$ cat src/rtl/mash_pkg.sv
// Shared constants for the selectable-order MASH dither modulator.
// Assumes the cascade depth is fixed at three stages; the output
// code widths and the mid-scale point are derived from that depth.
package mash_pkg;
    localparam int STAGES   = 3;
    localparam int LVL_W    = 4;
    localparam int DITHER_N = (1 << STAGES) - 1;
    localparam int MID      = (1 << (STAGES - 1)) - 1;
    typedef logic signed [LVL_W-1:0] level_t;
endpackage

$ cat src/rtl/mash_stage.sv
// One accumulator stage of the cascade.
// Adds add_in to its accumulator when run is high. It produces a carry
// out of the top bit and the new residue, which feeds the next stage
// in the same cycle. Assumes clear and run are never needed together:
// clear has priority. When run is low the accumulator holds and the
// carry is forced low.
module mash_stage #(
    parameter int ACC_W = 5
) (
    input  logic             clk,
    input  logic             rst_n,
    input  logic             run,
    input  logic             clear,
    input  logic [ACC_W-1:0] add_in,
    output logic             carry,
    output logic [ACC_W-1:0] resid
);
    logic [ACC_W-1:0] acc_q;
    logic [ACC_W:0]   sum;

    // Full-width sum of the stored residue and the incoming word
    always_comb begin
        sum   = {1'b0, acc_q} + {1'b0, add_in};
        carry = run & sum[ACC_W];
        resid = sum[ACC_W-1:0];
    end

    // Accumulator register: cleared, advanced, or held
    always_ff @(posedge clk) begin
        if (!rst_n || clear) begin
            acc_q <= '0;
        end else if (run) begin
            acc_q <= sum[ACC_W-1:0];
        end
    end
endmodule

$ cat src/rtl/mash_combine.sv
// Noise-cancellation network.
// Differences the stage-2 carry once and the stage-3 carry twice,
// adds the stage-1 carry, and registers the signed level. Each
// stage's delay registers advance only while that stage runs, so a
// frozen stage contributes nothing and resumes from its held history.
module mash_combine
    import mash_pkg::*;
(
    input  logic               clk,
    input  logic               rst_n,
    input  logic               clear,
    input  logic [STAGES-1:0]  run,
    input  logic [STAGES-1:0]  carry,
    output level_t             level
);
    logic   c2_d, c3_d, c3_dd;
    int     sum_i;
    level_t level_d;

    // Combine the carries of the running stages into one signed value
    always_comb begin
        sum_i = run[0] ? int'(carry[0]) : 0;
        if (run[1]) sum_i = sum_i + int'(carry[1]) - int'(c2_d);
        if (run[2]) sum_i = sum_i + int'(carry[2]) - 2 * int'(c3_d) + int'(c3_dd);
        level_d = level_t'(sum_i);
    end

    // Carry history and level register
    always_ff @(posedge clk) begin
        if (!rst_n || clear) begin
            c2_d  <= 1'b0;
            c3_d  <= 1'b0;
            c3_dd <= 1'b0;
            level <= '0;
        end else begin
            level <= level_d;
            if (run[1]) c2_d <= carry[1];
            if (run[2]) begin
                c3_d  <= carry[2];
                c3_dd <= c3_d;
            end
        end
    end
endmodule

$ cat src/rtl/dither_therm.sv
// Converts the signed level into a thermometer of dither enables
// centred on the mid-scale count. Purely combinational; assumes the
// level never leaves -MID..DITHER_N-MID.
module dither_therm
    import mash_pkg::*;
(
    input  level_t              level,
    output logic [DITHER_N-1:0] dither_en
);
    int fill;

    // Number of enables to set
    always_comb fill = MID + int'(level);

    for (genvar i = 0; i < DITHER_N; i++) begin : g_bit
        // One enable: set while its index is below the fill count
        always_comb dither_en[i] = (i < fill);
    end
endmodule

$ cat src/rtl/mash_dither.sv
// Selectable-order MASH dither modulator, top level.
// Registers the fractional word on every edge, because the slower
// loop keeps the word stable between its own updates. The word drives
// a chain of accumulator stages whose run enables come from the
// requested order, and the stage carries are combined into a level
// and a thermometer. Order 0 clears all state and holds mid-scale.
module mash_dither
    import mash_pkg::*;
#(
    parameter int ACC_W = 5
) (
    input  logic                clk,
    input  logic                rst_n,
    input  logic [1:0]          order,
    input  logic [ACC_W-1:0]    frac_word,
    output logic [LVL_W-1:0]    level,
    output logic [DITHER_N-1:0] dither_en
);
    logic [ACC_W-1:0]  frac_q;
    logic [ACC_W-1:0]  chain [STAGES+1];
    logic [STAGES-1:0] run;
    logic [STAGES-1:0] carry;
    logic              clear;
    level_t            level_q;

    // Capture the word on every pre-scaled edge
    always_ff @(posedge clk) begin
        if (!rst_n) frac_q <= '0;
        else        frac_q <= frac_word;
    end

    // Off request and stage head
    always_comb begin
        clear    = (order == 2'd0);
        chain[0] = frac_q;
    end

    for (genvar k = 0; k < STAGES; k++) begin : g_stage
        // Run enable of stage k+1
        always_comb run[k] = (int'(order) > k);

        mash_stage #(.ACC_W(ACC_W)) u_stage (
            .clk    (clk),
            .rst_n  (rst_n),
            .run    (run[k]),
            .clear  (clear),
            .add_in (chain[k]),
            .carry  (carry[k]),
            .resid  (chain[k+1])
        );
    end

    mash_combine u_combine (
        .clk   (clk),
        .rst_n (rst_n),
        .clear (clear),
        .run   (run),
        .carry (carry),
        .level (level_q)
    );

    dither_therm u_therm (
        .level     (level_q),
        .dither_en (dither_en)
    );

    // Level to port
    always_comb level = level_q;
endmodule

$ cat config.mk
export PLATFORM = sky130hd
export DESIGN_NAME = mash_dither
export DESIGN_NICKNAME = d
export VERILOG_FILES = /design/src/rtl/mash_pkg.sv /design/src/rtl/mash_stage.sv /design/src/rtl/mash_combine.sv /design/src/rtl/dither_therm.sv /design/src/rtl/mash_dither.sv
export SDC_FILE = /design/constraint.sdc
export NUM_CORES = 1
export LEC_CHECK = 0
export BUFFER_PORTS_ARGS = -buffer_cell sky130_fd_sc_hd__buf_2
export CAP_MARGIN = 20
export CORE_MARGIN = 1.5
export CORE_UTILIZATION = 35
export CTS_BUF_LIST = sky130_fd_sc_hd__clkbuf_8
export CTS_CLUSTER_DIAMETER = 50
export DETAILED_ROUTE_END_ITERATION = 6
export GPL_TIMING_DRIVEN = 0
export SETUP_SLACK_MARGIN = 0.4
export SLEW_MARGIN = 20
export SYNTH_ARGS = -nofsm -noshare
export SYNTH_HDL_FRONTEND = slang
export SYNTH_SLANG_ARGS = --single-unit
export TNS_END_PERCENT = 30
$ cat constraint.sdc
create_clock -name clk -period 4.39 [get_ports clk]
set_clock_uncertainty 0.2 [all_clocks]
set_input_delay 0.878 -clock clk [delete_from_list [all_inputs] [get_ports clk]]
set_output_delay 0.878 -clock clk [all_outputs]
set_load 0.02 [all_outputs]
==> metrics.txt <==
synthesized netlist cell count 209; Most used DFF post-synth dfxtp_1; final global-route overflow total 0; I/O pin cnt 20; first-pass GRT wire length 5823 um; clock root buffer clkbuf_8; post-synthesis sequential area ratio 29.15%; VDD IR max 136.3 uV; post-layout util 43.39%; final wirelength 3575 um; Final Cycle Share 86.44%; # fillers 523; type of the worst setup path reg -> reg; worst-skew pair later-pin latency 270 ps; Area Growth Syn to Fin 19.50%; Antenna diodes 0; achievable frequency 263.5 MHz; synthesized flop and latch total 27; slew margin rel. 72.58%; measured slew at the worst slew-check pin 411.3 ps; Residual DRC 0; buffers added on ports 19; RSZ-0062 raised after global routing no; top cells by area, synth dfxtp_1 (29%), ha_1 (16%), a21oi_1 (4.9%); post-layout minimum cycle time 3795 ps; Synth top area share 29.15%; Pwr Density 304.0 nW/um2; Reg2Reg Depth 18; largest fanout on the critical path 2; Mapped Area 1854 um2; GRT Resource Usage Total 12.65%; H-tree levels 1; setup TNS 0 ps; outcome finished, final reports clean; Iter 0 DRT Violations 54; number of library cell types mapped by synthesis 51; # nets final 274; CP arrival 3770 ps; antenna violations before repair 0; Ys Warns 0; layout cells sized above 1 26.58%; starting density of the core 36.31%; WL/cell 11.64 um; Multi-input gate area 1299 um2; final HPWL from detailed placement 2686 um; area of the core 5107 um2; TritonCTS buffer count 3; Max Buffers Root-to-Sink 2; Storage cell area 541.8 um2; gpl congestion 0.8227; final antenna-violating net count 0; largest net degree at the start of global routing 17; Initial DRT Pass Iterations 4; Worst Hold Depth 2; Async SR Flop Fraction 0%; clock sinks 27; Setup violations, final 0; clock slew at reported path FFs 100 ps; syn_nets 245; Post-synth EDFFs 0; row count 26; Via Count 1514; R2R Setup Slk 600 ps; mean area per synthesized cell 8.872 um2; drt via density 4.932; final hold violation count 0; Worst setup SP type register; vias in the first global route 1326; worst hold path class reg -> reg; die width 75.79 um; Lkg Pwr 1.001 nW; CTS tree done; die area 5743 um2; Final Max Tran Viols 0; Max-Cap Viols 0; fin cells 307; placed cell count 298; CP required 4370 ps; Synth area leader dfxtp_1; Crit. End Element register; Die Y-Extent 75.79 um
state kept, by name, summed over array words and instances, names as in the netlist:
name                   cells
u_combine.c3_d             1
u_combine.c3_dd            1
u_combine.level            4
frac_q                     5
g_stage.u_stage.acc_q     15
u_combine.c2_d             1
metal layers:
metal	wire [um]	track usage, %	up-vias
li1	-	-	791
met1	1723	16.77	692
met2	1718	22.42	26
met3	99	1.190	5
met4	34	2.381	0
met5	0	0	-
final timing paths:
check,start,endpoint
max,frac_q[0],u_combine.level[2]
min,g_stage[1].u_stage.acc_q[0],g_stage[1].u_stage.acc_q[0]
max reg2reg,frac_q[0],u_combine.level[2]
min reg2reg,g_stage[1].u_stage.acc_q[0],g_stage[1].u_stage.acc_q[0]
per-stage QoR:
step / power [mW] / hold WS, ps / setup slack, ps / instance area (um2)
after detailed placement: 0.4977 / 305.6 / 313.1 / 2037
after global placement: 0.4933 / 284.2 / 301.6 / 2037
after floorplan: 0.4495 / 267.1 / 575.1 / 1854
after global routing: 0.7232 / 375.1 / 341.1 / 2216
after CTS: 0.6500 / 331.9 / 449.4 / 2096
final: 0.6736 / 324.8 / 595.3 / 2216
cells in the final DEF (no fill, tap or decap), types with 4 or more instances in the layout:
cell type / Yosys / routed
a22oi_1: 5 / 5
xnor2_1: 5 / 4
and2_1: 8 / 8
nor2_1: 20 / 19
buf_2: 4 / 23
nand2_1: 7 / 7
a21oi_2: 1 / 5
nor2b_1: 12 / 11
ha_1: 23 / 18
a21o_1: 5 / 5
a21oi_1: 18 / 14
inv_1: 14 / 14
buf_4: 2 / 7
dfxtp_1: 27 / 26
cells in the mapped netlist, types with 2 or more instances:
library cell	count
fa_1	4
nor4_1	2
and2_1	8
nand2_1	7
nor2_1	20
nor3b_1	3
xor2_1	4
clkbuf_1	2
buf_2	4
buf_4	2
o211a_1	2
a21o_1	5
mux2i_1	3
nor4b_1	2
dfxtp_1	27
a211oi_1	2
xnor2_1	5
nand3_1	4
o22ai_1	3
o21ai_0	2
ha_1	23
nor2b_1	12
inv_1	14
a21oi_1	18
a22oi_1	5
critical path: stages (launching register included):
cell and delay [ps]:
dfxtp_2 330, ha_2 190, fa_2 390, a21o_1 190, a21oi_2 160, xnor2_2 140
ha_1 280, o21ai_2 140, nor2_1 60, ha_1 280, inv_1 60, ha_2 270
nor2b_2 130, a21oi_2 50, fa_2 370, ha_2 180, xnor2_1 120, a21oi_1 120
nor2_1 50
cell families after synthesis:
family          synth area share (%)
fa+ha+maj                      19.84
buf+inv                        5.735
simple gates                   20.51
flops                          29.15
xor+xnor                       5.128
mux                            1.619
compound gates                 18.02
where the power goes:
part,internal (mW),switching [mW]
registers,0.264,0.0113
clock network,0.0645,0.0831
logic,0.118,0.133
total,0.446,0.228
final cells by class:
class                           count  area share (%)
Multi-Input combinational cell    159           58.61
Sequential cell                    27           24.45
Timing Repair Buffer               24           5.985
Tap cell                           70           3.953
Buffer                              9           2.428
Inverter                           14           2.372
Clock buffer                        3           1.863
Clock inverter                      1          0.3388
timing repair:
| item | in CTS | in global routing |
|---|---|---|
| hold buffers | 0 | 0 |
| gates resized for setup | 3 | 19 |
| buffers inserted | 1 | 4 |
| pin swaps | 2 | 13 |
| setup endpoints to repair | 4 | 4 |
Power figures use the tool's default switching activity.
